<file path="src/rtl/dm_scan_pkg.sv">
package dm_scan_pkg;
  localparam int unsigned DEF_DIGITS = 4;
  localparam int unsigned DEF_ROWS   = 7;
  localparam int unsigned DEF_COLS   = 5;
  localparam int unsigned DEF_SLOTS  = 32;
  localparam int unsigned DEF_CODE_W = 7;

  typedef enum logic [1:0] {
    SRC_FONT      = 2'd0,
    SRC_CURSOR_ON = 2'd1,
    SRC_CURSOR_OFF= 2'd2
  } col_src_e;
endpackage

</file>
<file path="src/rtl/dm_scan_timer.sv">
module dm_scan_timer #(
  parameter int unsigned SLOTS = 32,
  parameter int unsigned ROWS  = 7,
  localparam int unsigned SLOT_W = $clog2(SLOTS),
  localparam int unsigned ROW_W  = $clog2(ROWS)
) (
  input  logic              clk_i,
  input  logic              rst_ni,
  input  logic              tick_i,
  output logic [SLOT_W-1:0] slot_o,
  output logic [ROW_W-1:0]  row_o,
  output logic [ROWS-1:0]   row_sel_o
);
  localparam logic [SLOT_W-1:0] LAST_SLOT = SLOT_W'(SLOTS - 1);
  localparam logic [ROW_W-1:0]  LAST_ROW  = ROW_W'(ROWS - 1);

  logic [SLOT_W-1:0] slot_q;
  logic [ROW_W-1:0]  row_q;
  logic              slot_wrap;

  assign slot_wrap = tick_i && (slot_q == LAST_SLOT);

  always_ff @(posedge clk_i or negedge rst_ni) begin
    if (!rst_ni) begin
      slot_q <= '0;
    end else if (tick_i) begin
      slot_q <= (slot_q == LAST_SLOT) ? '0 : slot_q + 1'b1;
    end
  end

  always_ff @(posedge clk_i or negedge rst_ni) begin
    if (!rst_ni) begin
      row_q <= '0;
    end else if (slot_wrap) begin
      row_q <= (row_q == LAST_ROW) ? '0 : row_q + 1'b1;
    end
  end

  for (genvar r = 0; r < ROWS; r++) begin : g_row_dec
    assign row_sel_o[r] = (row_q == ROW_W'(r));
  end

  assign slot_o = slot_q;
  assign row_o  = row_q;


  slot_step_chk: assert property (@(posedge clk_i) disable iff (!rst_ni)
    (tick_i && slot_q != LAST_SLOT) |=> slot_q == $past(slot_q) + 1'b1);

  slot_hold_chk: assert property (@(posedge clk_i) disable iff (!rst_ni)
    !tick_i |=> ($stable(slot_q) && $stable(row_q)));

  row_move_chk: assert property (@(posedge clk_i) disable iff (!rst_ni)
    (tick_i && slot_q == LAST_SLOT && row_q != LAST_ROW) |=>
      (slot_q == '0 && row_q == $past(row_q) + 1'b1));

  row_wrap_chk: assert property (@(posedge clk_i) disable iff (!rst_ni)
    (tick_i && slot_q == LAST_SLOT && row_q == LAST_ROW) |=> row_q == '0);

  row_range_chk: assert property (@(posedge clk_i) disable iff (!rst_ni)
    row_q <= LAST_ROW);

  row_sel_onehot_chk: assert property (@(posedge clk_i) disable iff (!rst_ni)
    $onehot(row_sel_o));
endmodule

</file>
<file path="src/rtl/dm_scan_cell.sv">
module dm_scan_cell
  import dm_scan_pkg::*;
#(
  parameter int unsigned COLS  = 5,
  parameter int unsigned SLOTS = 32,
  localparam int unsigned SLOT_W = $clog2(SLOTS),
  localparam int unsigned HALF   = SLOTS / 2
) (
  input  logic              clk_i,
  input  logic              rst_ni,
  input  logic              cursor_en_i,
  input  logic              cursor_bit_i,
  input  logic [SLOT_W-1:0] slot_i,
  input  logic [COLS-1:0]   font_cols_i,
  output logic [COLS-1:0]   cols_o
);
  col_src_e src;

  always_comb begin
    if (!(cursor_en_i && cursor_bit_i)) begin
      src = SRC_FONT;
    end else if (slot_i < SLOT_W'(HALF)) begin
      src = SRC_CURSOR_ON;
    end else begin
      src = SRC_CURSOR_OFF;
    end
  end

  always_comb begin
    unique case (src)
      SRC_CURSOR_ON:  cols_o = '1;
      SRC_CURSOR_OFF: cols_o = '0;
      default:        cols_o = font_cols_i;
    endcase
  end


  font_pass_chk: assert property (@(posedge clk_i) disable iff (!rst_ni)
    !cursor_en_i |-> cols_o == font_cols_i);

  cursor_lit_chk: assert property (@(posedge clk_i) disable iff (!rst_ni)
    (cursor_en_i && cursor_bit_i && slot_i < SLOT_W'(HALF)) |-> (&cols_o));

  cursor_dark_chk: assert property (@(posedge clk_i) disable iff (!rst_ni)
    (cursor_en_i && cursor_bit_i && slot_i >= SLOT_W'(HALF)) |-> cols_o == '0);

  no_cursor_chk: assert property (@(posedge clk_i) disable iff (!rst_ni)
    (cursor_en_i && !cursor_bit_i) |-> cols_o == font_cols_i);
endmodule

</file>
<file path="src/rtl/dm_scan_top.sv">
module dm_scan_top
  import dm_scan_pkg::*;
#(
  parameter int unsigned DIGITS = DEF_DIGITS,
  parameter int unsigned ROWS   = DEF_ROWS,
  parameter int unsigned COLS   = DEF_COLS,
  parameter int unsigned SLOTS  = DEF_SLOTS,
  parameter int unsigned CODE_W = DEF_CODE_W,
  localparam int unsigned SLOT_W = $clog2(SLOTS),
  localparam int unsigned ROW_W  = $clog2(ROWS)
) (
  input  logic                     clk_i,
  input  logic                     rst_ni,
  input  logic                     tick_i,
  input  logic [DIGITS*CODE_W-1:0] char_codes_i,
  input  logic [DIGITS-1:0]        cursor_bits_i,
  input  logic                     cursor_en_i,
  input  logic [DIGITS*COLS-1:0]   font_cols_i,
  output logic [DIGITS*CODE_W-1:0] font_code_o,
  output logic [ROW_W-1:0]         font_row_o,
  output logic [ROWS-1:0]          row_sel_o,
  output logic [SLOT_W-1:0]        slot_o,
  output logic [DIGITS*COLS-1:0]   cols_o
);
  logic [SLOT_W-1:0] slot;
  logic [ROW_W-1:0]  row;

  dm_scan_timer #(.SLOTS(SLOTS), .ROWS(ROWS)) u_timer (
    .clk_i     (clk_i),
    .rst_ni    (rst_ni),
    .tick_i    (tick_i),
    .slot_o    (slot),
    .row_o     (row),
    .row_sel_o (row_sel_o)
  );

  for (genvar d = 0; d < DIGITS; d++) begin : g_digit
    assign font_code_o[d*CODE_W +: CODE_W] = char_codes_i[d*CODE_W +: CODE_W];

    dm_scan_cell #(.COLS(COLS), .SLOTS(SLOTS)) u_cell (
      .clk_i        (clk_i),
      .rst_ni       (rst_ni),
      .cursor_en_i  (cursor_en_i),
      .cursor_bit_i (cursor_bits_i[d]),
      .slot_i       (slot),
      .font_cols_i  (font_cols_i[d*COLS +: COLS]),
      .cols_o       (cols_o[d*COLS +: COLS])
    );
  end

  assign font_row_o = row;
  assign slot_o     = slot;


  font_row_sel_chk: assert property (@(posedge clk_i) disable iff (!rst_ni)
    row_sel_o[font_row_o]);

  slot_wrap_row_chk: assert property (@(posedge clk_i) disable iff (!rst_ni)
    (slot_o != '0) |=> (!tick_i && $past(tick_i)) || $stable(font_row_o) || slot_o == '0);
endmodule

</file>
<file path="config.mk">
export PLATFORM = sky130hd
export DESIGN_NAME = dm_scan_top
export DESIGN_NICKNAME = d
export VERILOG_FILES = /design/src/rtl/dm_scan_pkg.sv /design/src/rtl/dm_scan_timer.sv /design/src/rtl/dm_scan_cell.sv /design/src/rtl/dm_scan_top.sv
export SDC_FILE = /design/constraint.sdc
export NUM_CORES = 1
export LEC_CHECK = 0
export ABC_CLOCK_PERIOD_IN_PS = 2050
export BUFFER_PORTS_ARGS = -buffer_cell sky130_fd_sc_hd__buf_4
export CELL_PAD_IN_SITES_DETAIL_PLACEMENT = 2
export CELL_PAD_IN_SITES_GLOBAL_PLACEMENT = 2
export CORE_MARGIN = 5
export CORE_UTILIZATION = 13
export DETAILED_ROUTE_END_ITERATION = 8
export PLACE_DENSITY_LB_ADDON = 0.1
export SLEW_MARGIN = 20
export SYNTH_ARGS = -nofsm -noshare
export SYNTH_HDL_FRONTEND = slang
export SYNTH_SLANG_ARGS = --single-unit
</file>
<file path="constraint.sdc">
create_clock -name clk_i -period 2.05 [get_ports clk_i]
set_input_delay 0.615 -clock clk_i [delete_from_list [all_inputs] [get_ports clk_i]]
set_output_delay 0.615 -clock clk_i [all_outputs]
set_load 0.05 [all_outputs]
</file>
# After elaboration in Yosys (flattened, before gate mapping)
# Index checks and enable logic that the tools add are counted.
# word_totals
in_bits	56
ff_bits	8
wordCells	37
# classes
addsub	2
n_lt_le_gt_ge	1
n_mux	11
n_reduce_logical	6
n_eq_ne	15
# op_table
op	n
case mux 5 bit (2 select lines)	4
2-to-1 mux 2 bit	5
== test 3 bit, second input constant	3
== test 2 x 1 -> 1 bit, second input constant	4
== test 2 bit, second input constant	4
== test 3 x 2 -> 1 bit, second input constant	2
adder 5 x 1 -> 5 bit, second input constant	1
== test 5 bit, second input constant	1
logical AND 1 bit	5
< comparator 5 bit, second input constant	1
2-to-1 mux 5 bit	1
adder 3 x 1 -> 3 bit, second input constant	1
== test 3 x 1 -> 1 bit, second input constant	1
zero test 3 bit	1
2-to-1 mux 3 bit	1

# Depth between registers and ports, before layout
# Gate-level depths: netlist of the first run.
# logic_depth
ltp_word	5
ltp_mapped	6
depth_no_buf	6

# Cells and area by module
# Synthesis of the first run repeated with hierarchy kept, for this count alone.
# unflattened
cells_unflattened	97
hier_area_um2	849.6
# modules_own_cells
module	instances	area_each_um2	cells_each	seq_area_each_um2
dm_scan_timer	1	434.2	41	200.2
dm_scan_top	1	210.2	28	0.0
dm_scan_cell	4	51.3	7	0.0

# Worst setup path after synthesis of the first run
# Ideal clock, no wire load.
# synth_timing
path_kind	register -> output
from	register u_timer.row_q[2], in the netlist u_timer.row_o[2]
to	output row_sel_o[4]
path_slack_ns	-0.462
path_stages_with_launch	3
arrival_ns	1.897
n_path_buf	0
t_required_ns	1.435
cell_sequence	dfrtp_1 > inv_1 > nor3_1
# synth_via
elab_chain_len	1
# synth_rtl
item	line_no	text
from (decl)	dm_scan_timer.sv:18	logic [ROW_W-1:0] row_q;
from (signal assigned)	dm_scan_timer.sv:35	row_q <= (row_q == LAST_ROW) ? '0 : row_q + 1'b1;
== test 3 bit	dm_scan_timer.sv:40	assign row_sel_o[r] = (row_q == ROW_W'(r));
to (decl)	dm_scan_top.sv:21	output logic [ROWS-1:0] row_sel_o,
# No other way between the ends.

# Worst setup path in the final report of the first run
# layout_timing
from	register u_timer.slot_q[4], in the netlist u_timer.slot_o[4]
to	output cols_o[6]
# layout_via
elab_chain_len	5
# layout_rtl
item	line_no	text
from (decl)	dm_scan_timer.sv:17	logic [SLOT_W-1:0] slot_q;
from (signal assigned)	dm_scan_timer.sv:27	slot_q <= (slot_q == LAST_SLOT) ? '0 : slot_q + 1'b1;
< comparator 5 bit *	dm_scan_cell.sv:22	end else if (slot_i < SLOT_W'(HALF)) begin
2-to-1 mux 2 bit *	dm_scan_cell.sv:22	
2-to-1 mux 2 bit *	dm_scan_cell.sv:20	if (!(cursor_en_i && cursor_bit_i)) begin
== test 2 bit or == test 2 x 1 -> 1 bit (tied branches)	dm_scan_cell.sv:30	unique case (src)
case mux 5 bit (2 select lines) *	dm_scan_cell.sv:30	
to (decl)	dm_scan_top.sv:23	output logic [DIGITS*COLS-1:0] cols_o
# Every way passes the cells marked *; elsewhere a longest branch is shown, timed or not.

==> impl_metrics.py, run 1 <==
metrics = {
    "timing": {
        "setup_viol": 0,
        "fin_crit_ps": 1970,
        "setup_ws_ps": 80.6,
        "rsz0062_at_grt": "yes",
        "final.setup.tns_ps": 0,
        "hold_slack_ps": 198,
        "maxSlewViolCount": 0,
        "fin_crit_sh": 0.961,
        "fin_skew_ps": 0.776,
        "maxSlewHeadroom": 0.783,
        "worst_slew_pin_slew_ps": 325,
        "hold_viol_final": 0,
        "fmax_mhz": 508,
    },
    "grt": {
        "grt_pass1_vias": 1136,
        "overflow": 0,
        "track_usage": 0.0757,
        "antenna_found_initial": 0,
        "grt_max_degree": 20,
        "grt_first_pass_wirelength_mm": 5.34,
    },
    "synth": {
        "ys_ff_latch": 8,
        "yosysTopAreaCellShare": 0.242,
        "syn_area_per_cell_um2": 7.51,
        "yosys_warnings": 0,
        "yosys-top-cells-area": "buf_4 24%, dfrtp_1 22%, a21oi_1 9.4%, nor2_1 8.3%, ha_1 4.2%",
        "yosysUniqueCellTypes": 24,
        "synthesis.nets": 179,
        "syn_inst": 120,
        "seq_area_frac_synth": 0.222,
        "netlist_area_um2": 901,
        "yosys.area.top_type": "buf_4",
    },
    "layout": {
        "layout.nets": 216,
        "utilization": 0.194,
        "drive_gt1_frac": 0.535,
        "final_common_cell": "buf_4",
        "final.fill_count": 816,
        "diodes": 0,
        "most-common-layout-cells": "59 x buf_4, 17 x a21oi_1, 15 x nor2_1, 8 x nand2_1, 7 x dfrtp_1",
        "multi_input_area_um2": 479,
        "syn2layout_area_growth_pct": 45.8,
        "seqCellArea_um2": 201,
    },
    "detailed_routing": {
        "ant_nets": 0,
        "drc_errors": 0,
        "drt-vias-per-instance": 4.23,
        "wl_mm": 3.40,
        "wl_per_cell_um": 14.5,
        "first_pass_iters": 4,
        "num_vias": 994,
        "drt_iter0_drc": 2,
    },
    "cts": {
        "cts.repair.resized": 1,
        "post_cts_buffers": 0,
        "clock_path_buffers": 2,
        "clk_pin_slew_ps": 40,
        "holdBufCountCts": 0,
        "cts_root_buf": "clkbuf_8",
        "clock_sinks": 8,
        "cts_tree": "done",
        "cts_buffers": 3,
        "clk_latency_ps": 230,
        "htree_num_levels": 1,
    },
    "critical_path": {
        "reg2reg_slack_ps": 420,
        "worstPathMaxFanout": 10,
        "arrival_ps": 1350,
        "timing_worst_setup_path_type": "reg -> out",
        "end_kind": "primary output",
        "crit_chain": "and3_1 > nor2_1 > buf_6",
        "critPathRequiredTime_ps": 1430,
        "path_delay_family": "flip-flops",
        "slowest_delay_ps": 480,
        "reg2reg_to": "u_timer.slot_o[3]$_DFFE_PN0P_",
        "critPathLaunchType": "flip-flop",
        "crit_buf_inv": 1,
        "reg2reg_depth": 5,
        "crit_path_top_delay_cell": "dfrtp_2",
        "reg2reg_from": "u_timer.slot_o[0]$_DFFE_PN0P_",
    },
    "floorplan": {
        "core-area_mm2": 0.00676,
        "fp.dieH_um": 93.2,
        "io_pins": 119,
        "rows": 30,
        "start_util": 0.133,
        "dieArea_mm2": 0.00869,
        "die_w_um": 93.2,
    },
    "placement": {
        "dp_hpwl_mm": 2.86,
        "place_congestion": 0.654,
        "dp_worst_setup_slack_ps": 4.05,
        "port_buffers": 62,
    },
    "power_and_ir_drop": {
        "power.internal_uw": 737,
        "p_leak_nw": 0.629,
        "pwr-share-clk": 0.111,
        "combPwrFrac": 0.686,
        "p_total_mw": 1.76,
        "p_sw_frac": 0.580,
        "max-vdd-ir-drop_v": 0.000473,
        "power.density_mw_per_mm2": 1340,
        "seqPwrFrac": 0.203,
        "p_sw_mw": 1.02,
    },
    "outcome": {
        "status": "completed",
    },
    "job": {
        "maxCapViolCount": 0,
    },
    "worst_hold_path": {
        "hold_path.class": "in -> async",
    },
}
sequential cells by signal (all words and copies together), names as in the netlist:
signal	flops
u_timer.slot_o	5
u_timer.row_o	3
layout make-up:
type,instances,share of cell area
Timing Repair Buffer,63,0.371
Multi-Input combinational cell,80,0.365
Sequential cell,8,0.153
Tap cell,80,0.0762
Clock buffer,3,0.0314
Inverter,1,0.00286
stage by stage:
stage | cell area (µm²) | instances
3_3_place_gp | 1260 | 232
5_1_grt | 1310 | 235
6_report | 1310 | 235
2_1_floorplan | 923 | 120
4_1_cts | 1300 | 235
3_5_place_dp | 1260 | 232
worst register-to-register path, stage by stage (launching register included):
cell and delay, ps:
dfrtp_1 410, ha_1 250, and3_1 200, ha_1 250
nand2b_4 180, o311ai_2 240
worst max-delay path by stage:
stage,startpoint,cells after the start,to
6_report,u_timer.slot_o[4]$_DFFE_PN0P_,3,cols_o[6]
5_1_grt,u_timer.slot_o[4]$_DFFE_PN0P_,3,cols_o[6]
4_1_cts,cursor_en_i,4,cols_o[6]
3_5_place_dp,cursor_en_i,4,cols_o[6]
3_3_place_gp,cursor_en_i,4,cols_o[11]
2_1_floorplan,u_timer.slot_o[4]$_DFFE_PN0P_,2,cols_o[10]
power groups by stage:
stage | sequential (mW) | clock [mW] | combinational (mW)
floorplan | 0.543 | 0 | 0.772
global placement | 0.361 | 0 | 1.20
detailed placement | 0.366 | 0 | 1.21
CTS | 0.369 | 0.202 | 1.22
global route | 0.382 | 0.209 | 1.28
finish | 0.357 | 0.195 | 1.20
cells in the mapped netlist, drive strengths merged:
master / instances
a21oi: 17
and2: 2
and3: 5
buf: 31
dfrtp: 8
ha: 3
inv: 1
mux2: 2
mux2i: 1
nand2: 10
nand2b: 4
nand3: 2
nand3b: 1
nor2: 21
nor3: 2
o21ai: 8
o311ai: 1
o31ai: 1
layer usage:
layer	GRT usage	share of wire
met1	0.0812	0.39
met2	0.132	0.49
met3	0.0257	0.094
met4	0.0366	0.031
met5	0	0
cell families after synthesis:
| group | Yosys count | share of synthesized area |
|---|---|---|
| AO/OA/AOI/OAI | 27 | 0.171 |
| adder cells (fa/ha/maj) | 3 | 0.0417 |
| buffers and inverters | 32 | 0.271 |
| flip-flops | 8 | 0.222 |
| multiplexers | 3 | 0.0361 |
| AND/OR/NAND/NOR | 47 | 0.258 |
Power figures use the tool's default switching activity.
==> run 2, diff against run 1 <==
--- a/config.mk
+++ b/config.mk
@@ -11,9 +11,11 @@
 export CELL_PAD_IN_SITES_GLOBAL_PLACEMENT = 2
 export CORE_MARGIN = 5
 export CORE_UTILIZATION = 13
+export CTS_CLUSTER_SIZE = 16
 export DETAILED_ROUTE_END_ITERATION = 8
 export PLACE_DENSITY_LB_ADDON = 0.1
 export SLEW_MARGIN = 20
 export SYNTH_ARGS = -nofsm -noshare
 export SYNTH_HDL_FRONTEND = slang
+export SYNTH_HIERARCHICAL = 1
 export SYNTH_SLANG_ARGS = --single-unit
==> impl_metrics.py, run 2 <==
metrics = {
    "detailed_routing": {
        "ant_nets": 0,
        "dr_wl_met2_mm": 1.49,
        "drc_errors": 0,
        "first_pass_iters": 2,
        "num_vias": 839,
        "dr_wl_met3_um": 385,
        "top_layer": "met4",
        "wl_mm": 3.22,
        "drt-vias-per-instance": 3.98,
        "wl_per_cell_um": 15.3,
        "drt_iter0_drc": 7,
        "wl_met1_mm": 1.26,
    },
    "critical_path": {
        "crit_path_top_delay_cell": "and3b_2",
        "critPathRequiredTime_ps": 1430,
        "worstPathMaxFanout": 8,
        "timing_worst_setup_path_type": "in -> out",
        "slowest_delay_ps": 240,
        "path_delay_family": "buffers and inverters",
        "crit_chain": "buf_4 > and3b_2 > a21o_1 > buf_4",
        "reg2reg_depth": 5,
        "crit_top_cell": "buf_4",
        "reg2reg_slack_ps": 410,
        "reg2reg_to": "u_timer/slot_o[3]$_DFFE_PN0P_",
        "arrival_ps": 1360,
        "end_kind": "primary output",
        "reg2reg_from": "u_timer/slot_o[0]$_DFFE_PN0P_",
        "critPathLaunchType": "input pin",
        "crit_buf_inv": 2,
    },
    "layout": {
        "diodes": 0,
        "final_common_cell": "buf_4",
        "final.fill_count": 737,
        "layout.nets": 195,
        "most-common-layout-cells": "62 x buf_4, 21 x a21o_1, 8 x dfrtp_1, 6 x nand2_1",
        "drive_gt1_frac": 0.560,
        "utilization": 0.197,
        "syn2layout_area_growth_pct": 47.4,
        "largest_reg_flops": 5,
        "post_layout_nonfiller_instances": 211,
    },
    "synth": {
        "syn_inst": 97,
        "synthFlopType": "dfrtp_1",
        "synthesis.nets": 156,
        "synth-edff-count": 0,
        "yosys_warnings": 6,
        "yosys-top-cells-area": "buf_4 25%, dfrtp_1 24%, a21o_1 19%, and3b_2 4.7%, ha_1 4.4%",
        "synthArstFlopShare": 1.00,
        "netlist_area_um2": 850,
        "synth_common_cells": "28 x buf_4, 21 x a21o_1, 8 x dfrtp_1",
        "yosys.area.top_type": "buf_4",
        "yosysTopAreaCellShare": 0.247,
        "yosysUniqueCellTypes": 22,
        "seq_area_frac_synth": 0.236,
        "syn_area_per_cell_um2": 8.76,
        "synth.most_common_cell": "buf_4",
        "ys_ff_latch": 8,
    },
    "timing": {
        "maxSlewViolCount": 0,
        "fin_skew_ps": 1.75,
        "hold_slack_ps": 200,
        "fin_crit_sh": 0.961,
        "fin_crit_ps": 1970,
        "hold_viol_final": 0,
        "final.setup.tns_ps": 0,
        "worst_slew_pin_slew_ps": 341,
        "maxSlewHeadroom": 0.772,
        "setup_ws_ps": 79.5,
        "setup_viol": 0,
        "rsz0062_at_grt": "no",
        "fmax_mhz": 507,
    },
    "cts": {
        "clock_sinks": 8,
        "cts_root_buf": "clkbuf_8",
        "cts_buffers": 3,
        "clock_path_buffers": 2,
        "clk_latency_ps": 230,
        "cts_tree": "done",
        "post_cts_buffers": 0,
        "cts.repair.resized": 0,
        "htree_num_levels": 1,
        "holdBufCountCts": 0,
        "clk_pin_slew_ps": 40,
    },
    "floorplan": {
        "start_util": 0.134,
        "dieArea_mm2": 0.00825,
        "rows": 29,
        "fp.dieH_um": 90.8,
        "die_w_um": 90.8,
        "io_pins": 119,
        "core-area_mm2": 0.00635,
    },
    "power_and_ir_drop": {
        "p_sw_frac": 0.570,
        "max-vdd-ir-drop_v": 0.000492,
        "combPwrFrac": 0.693,
        "pwr-share-clk": 0.110,
        "power.internal_uw": 740,
        "power.density_mw_per_mm2": 1380,
        "p_leak_nw": 0.701,
        "seqPwrFrac": 0.197,
        "p_sw_uw": 982,
    },
    "grt": {
        "grt_max_degree": 10,
        "overflow": 0,
        "grt_first_pass_wirelength_mm": 5.09,
        "track_usage": 0.0742,
        "grt_pass1_vias": 921,
        "antenna_found_initial": 0,
    },
    "placement": {
        "place_congestion": 0.669,
        "dp_worst_setup_slack_ps": 68.2,
        "dp.cells": 208,
        "port_buffers": 62,
        "dp_hpwl_mm": 2.81,
    },
    "job": {
        "maxCapViolCount": 0,
    },
    "worst_hold_path": {
        "hold_path.class": "in -> async",
    },
    "outcome": {
        "status": "completed",
    },
}
run 2: cell families (layout without fill, tap and decap cells):
group                    Yosys count  after routing  share of synthesized area
AO/OA/AOI/OAI                     28             28                      0.243
AND/OR/NAND/NOR                   26             26                      0.187
buffers and inverters             29             66                      0.252
flip-flops                         8              8                      0.236
multiplexers                       3              3                     0.0383
adder cells (fa/ha/maj)            3              3                     0.0442
run 2: cell type report:
type / instances / area [µm²] / share of cell area
inverters: 1 / 3.75 / 0.00300
flip-flops and latches: 8 / 200 / 0.160
clock buffers: 3 / 41.3 / 0.0330
repair buffers: 62 / 465 / 0.372
multi-input cells: 60 / 445 / 0.356
well taps: 77 / 96.3 / 0.0769
run 2: power by group through the flow:
| stage | combinational [mW] | clock, mW | sequential [mW] |
|---|---|---|---|
| 6_report | 1.19 | 0.189 | 0.339 |
| 5_1_grt | 1.26 | 0.207 | 0.363 |
| 4_1_cts | 1.22 | 0.200 | 0.347 |
| 3_5_place_dp | 1.21 | 0 | 0.350 |
| 3_3_place_gp | 1.21 | 0 | 0.346 |
| 2_1_floorplan | 0.769 | 0 | 0.540 |
run 2: per-layer routing:
| layer | vias to the layer above | track usage |
|---|---|---|
| met5 | - | 0 |
| met4 | 0 | 0.0379 |
| met3 | 14 | 0.0308 |
| met2 | 69 | 0.122 |
| met1 | 369 | 0.0810 |
| li1 | 387 | - |
run 2: metrics by stage:
stage	total power, mW	area (µm²)
2_1_floorplan	1.31	860
3_3_place_gp	1.56	1210
3_5_place_dp	1.56	1210
4_1_cts	1.76	1250
5_1_grt	1.83	1250
6_report	1.72	1250
run 2: how the worst max path moves through the flow:
stage	from	slack (ps)	end	depth (start not counted)
CTS	cursor_en_i	70	cols_o[10]	4
global placement	cursor_en_i	80	cols_o[6]	4
detailed placement	cursor_en_i	70	cols_o[10]	4
finish	cursor_en_i	80	cols_o[10]	4
floorplan	u_timer/row_o[0]$_DFFE_PN0P_	-170	row_sel_o[1]	2
global route	cursor_en_i	50	cols_o[1]	4
run 2: worst register-to-register path, delay by kind of cell (launching register included):
family | cells | cell delay, ps
flops | 1 | 410
fa+ha+maj | 2 | 480
compound gates | 1 | 260
simple gates | 2 | 390
==> run 3, diff against run 2 <==
--- a/config.mk
+++ b/config.mk
@@ -9,6 +9,7 @@
 export BUFFER_PORTS_ARGS = -buffer_cell sky130_fd_sc_hd__buf_4
 export CELL_PAD_IN_SITES_DETAIL_PLACEMENT = 2
 export CELL_PAD_IN_SITES_GLOBAL_PLACEMENT = 2
+export CORE_ASPECT_RATIO = 0.7
 export CORE_MARGIN = 5
 export CORE_UTILIZATION = 13
 export CTS_CLUSTER_SIZE = 16
==> impl_metrics.py, run 3 (synthesized netlist as in run 2, its figures left out) <==
metrics = {
    "job": {
        "maxCapViolCount": 0,
    },
    "cts": {
        "htree_num_levels": 1,
        "cts_root_buf": "clkbuf_8",
        "cts.repair.resized": 0,
        "clock_sinks": 8,
        "post_cts_buffers": 0,
        "clock_path_buffers": 2,
        "holdBufCountCts": 0,
        "clk_pin_slew_ps": 40,
        "cts_tree": "done",
        "clk_latency_ps": 230,
        "cts_buffers": 3,
    },
    "floorplan": {
        "start_util": 0.135,
        "die_w_um": 107,
        "dieArea_mm2": 0.00828,
        "io_pins": 119,
        "core-area_mm2": 0.00628,
        "rows": 24,
        "fp.dieH_um": 77.6,
    },
    "grt": {
        "use_met3": 0.0249,
        "grt_util_met1": 0.0995,
        "track_usage": 0.0753,
        "grt_pass1_vias": 942,
        "grt_max_degree": 10,
        "busiest_layer": "met2",
        "overflow": 0,
        "use_met2": 0.117,
        "antenna_found_initial": 0,
        "grt_first_pass_wirelength_mm": 5.12,
    },
    "power_and_ir_drop": {
        "max-vdd-ir-drop_v": 0.000482,
        "power.density_mw_per_mm2": 1380,
        "p_leak_nw": 0.701,
        "p_total_mw": 1.73,
    },
    "detailed_routing": {
        "num_vias": 827,
        "drt-vias-per-instance": 3.90,
        "wl_per_cell_um": 15.1,
        "first_pass_iters": 4,
        "drc_errors": 0,
        "drt_iter0_drc": 20,
        "wl_mm": 3.20,
        "ant_nets": 0,
    },
    "critical_path": {
        "reg2reg_from": "u_timer/slot_o[0]$_DFFE_PN0P_",
        "timing_worst_setup_path_type": "in -> out",
        "crit_chain": "buf_4 > and3b_2 > a21o_1 > buf_4",
        "cp_num_cells": 4,
        "slowest_delay_ps": 250,
        "critPathLaunchType": "input pin",
        "startpoint": "cursor_en_i",
        "crit_path_top_delay_cell": "and3b_2",
        "reg2reg_to": "u_timer/slot_o[3]$_DFFE_PN0P_",
        "reg2reg_slack_ps": 360,
        "crit_buf_inv": 2,
        "critPathRequiredTime_ps": 1430,
        "worstSetupEndpoint": "cols_o[19]",
        "worstPathMaxFanout": 8,
        "arrival_ps": 1360,
        "end_kind": "primary output",
        "reg2reg_depth": 5,
        "crit_top_cell": "buf_4",
        "path_delay_family": "buffers and inverters",
    },
    "timing": {
        "hold_slack_ps": 201,
        "worst_slew_pin_slew_ps": 366,
        "fin_skew_ps": 0.837,
        "fin_crit_ps": 1980,
        "hold_viol_final": 0,
        "fin_crit_sh": 0.964,
        "maxSlewHeadroom": 0.756,
        "maxSlewViolCount": 0,
        "rsz0062_at_grt": "no",
        "fmax_mhz": 506,
        "setup_viol": 0,
    },
    "layout": {
        "final_common_cell": "buf_4",
        "layout.nets": 195,
        "largest_reg_flops": 5,
        "diodes": 0,
        "most-common-layout-cells": "62 x buf_4, 21 x a21o_1, 8 x dfrtp_1, 6 x nand2_1",
        "design_area_mm2": 0.00125,
        "drive_gt1_frac": 0.560,
        "syn2layout_area_growth_pct": 47.6,
    },
    "placement": {
        "dp_hpwl_mm": 2.71,
        "postPlaceCellArea_mm2": 0.00121,
        "port_buffers": 62,
        "place_congestion": 0.686,
    },
    "outcome": {
        "status": "completed",
    },
    "worst_hold_path": {
        "hold_path.class": "in -> async",
    },
}
==> run 3: cell counts in the layout (fill, tap and decap cells not counted) <==
No cell type changed its count.
==> run 3: cell type report <==
class                           instances  area (µm²)
Sequential cell                         8         200
Multi-Input combinational cell         60         445
Inverter                                1        3.75
Clock buffer                            3        41.3
Fill cell                             721        5020
Tap cell                               78        97.6
Timing Repair Buffer                   62         465
==> run 3: routing by layer <==
layer	up-vias	share of wire
met1	389	0.44
met5	-	0
met2	39	0.46
li1	385	-
met4	0	0.014
met3	14	0.085
==> run 3: where the power goes <==
part           switching, mW  leakage [nW]  internal [mW]
clock                 0.0630        0.0216          0.127
sequential             0.122        0.0971          0.223
combinational          0.808         0.582          0.392
total                  0.993         0.701          0.742
==> run 3: worst min path at each step <==
stage               startpoint                            end  slack (ps)  depth (start not counted)
global placement        rst_ni  u_timer/slot_o[0]$_DFFE_PN0P_         450                          1
CTS                     rst_ni  u_timer/slot_o[1]$_DFFE_PN0P_         200                          1
finish                  rst_ni  u_timer/slot_o[1]$_DFFE_PN0P_         200                          1
global route            rst_ni  u_timer/slot_o[3]$_DFFE_PN0P_         200                          1
detailed placement      rst_ni  u_timer/slot_o[1]$_DFFE_PN0P_         450                          1
floorplan               rst_ni   u_timer/row_o[0]$_DFFE_PN0P_         320                          0
==> run 3: metrics by stage <==
stage,setup TNS [ps],std cells,worst slack (ps),utilization
global route,0,212,15.1,0.200
finish,0,212,74.6,0.200
CTS,0,212,67.5,0.200
detailed placement,0,209,69.0,0.193
floorplan,-561,97,-171,-
global placement,0,209,81.7,0.193
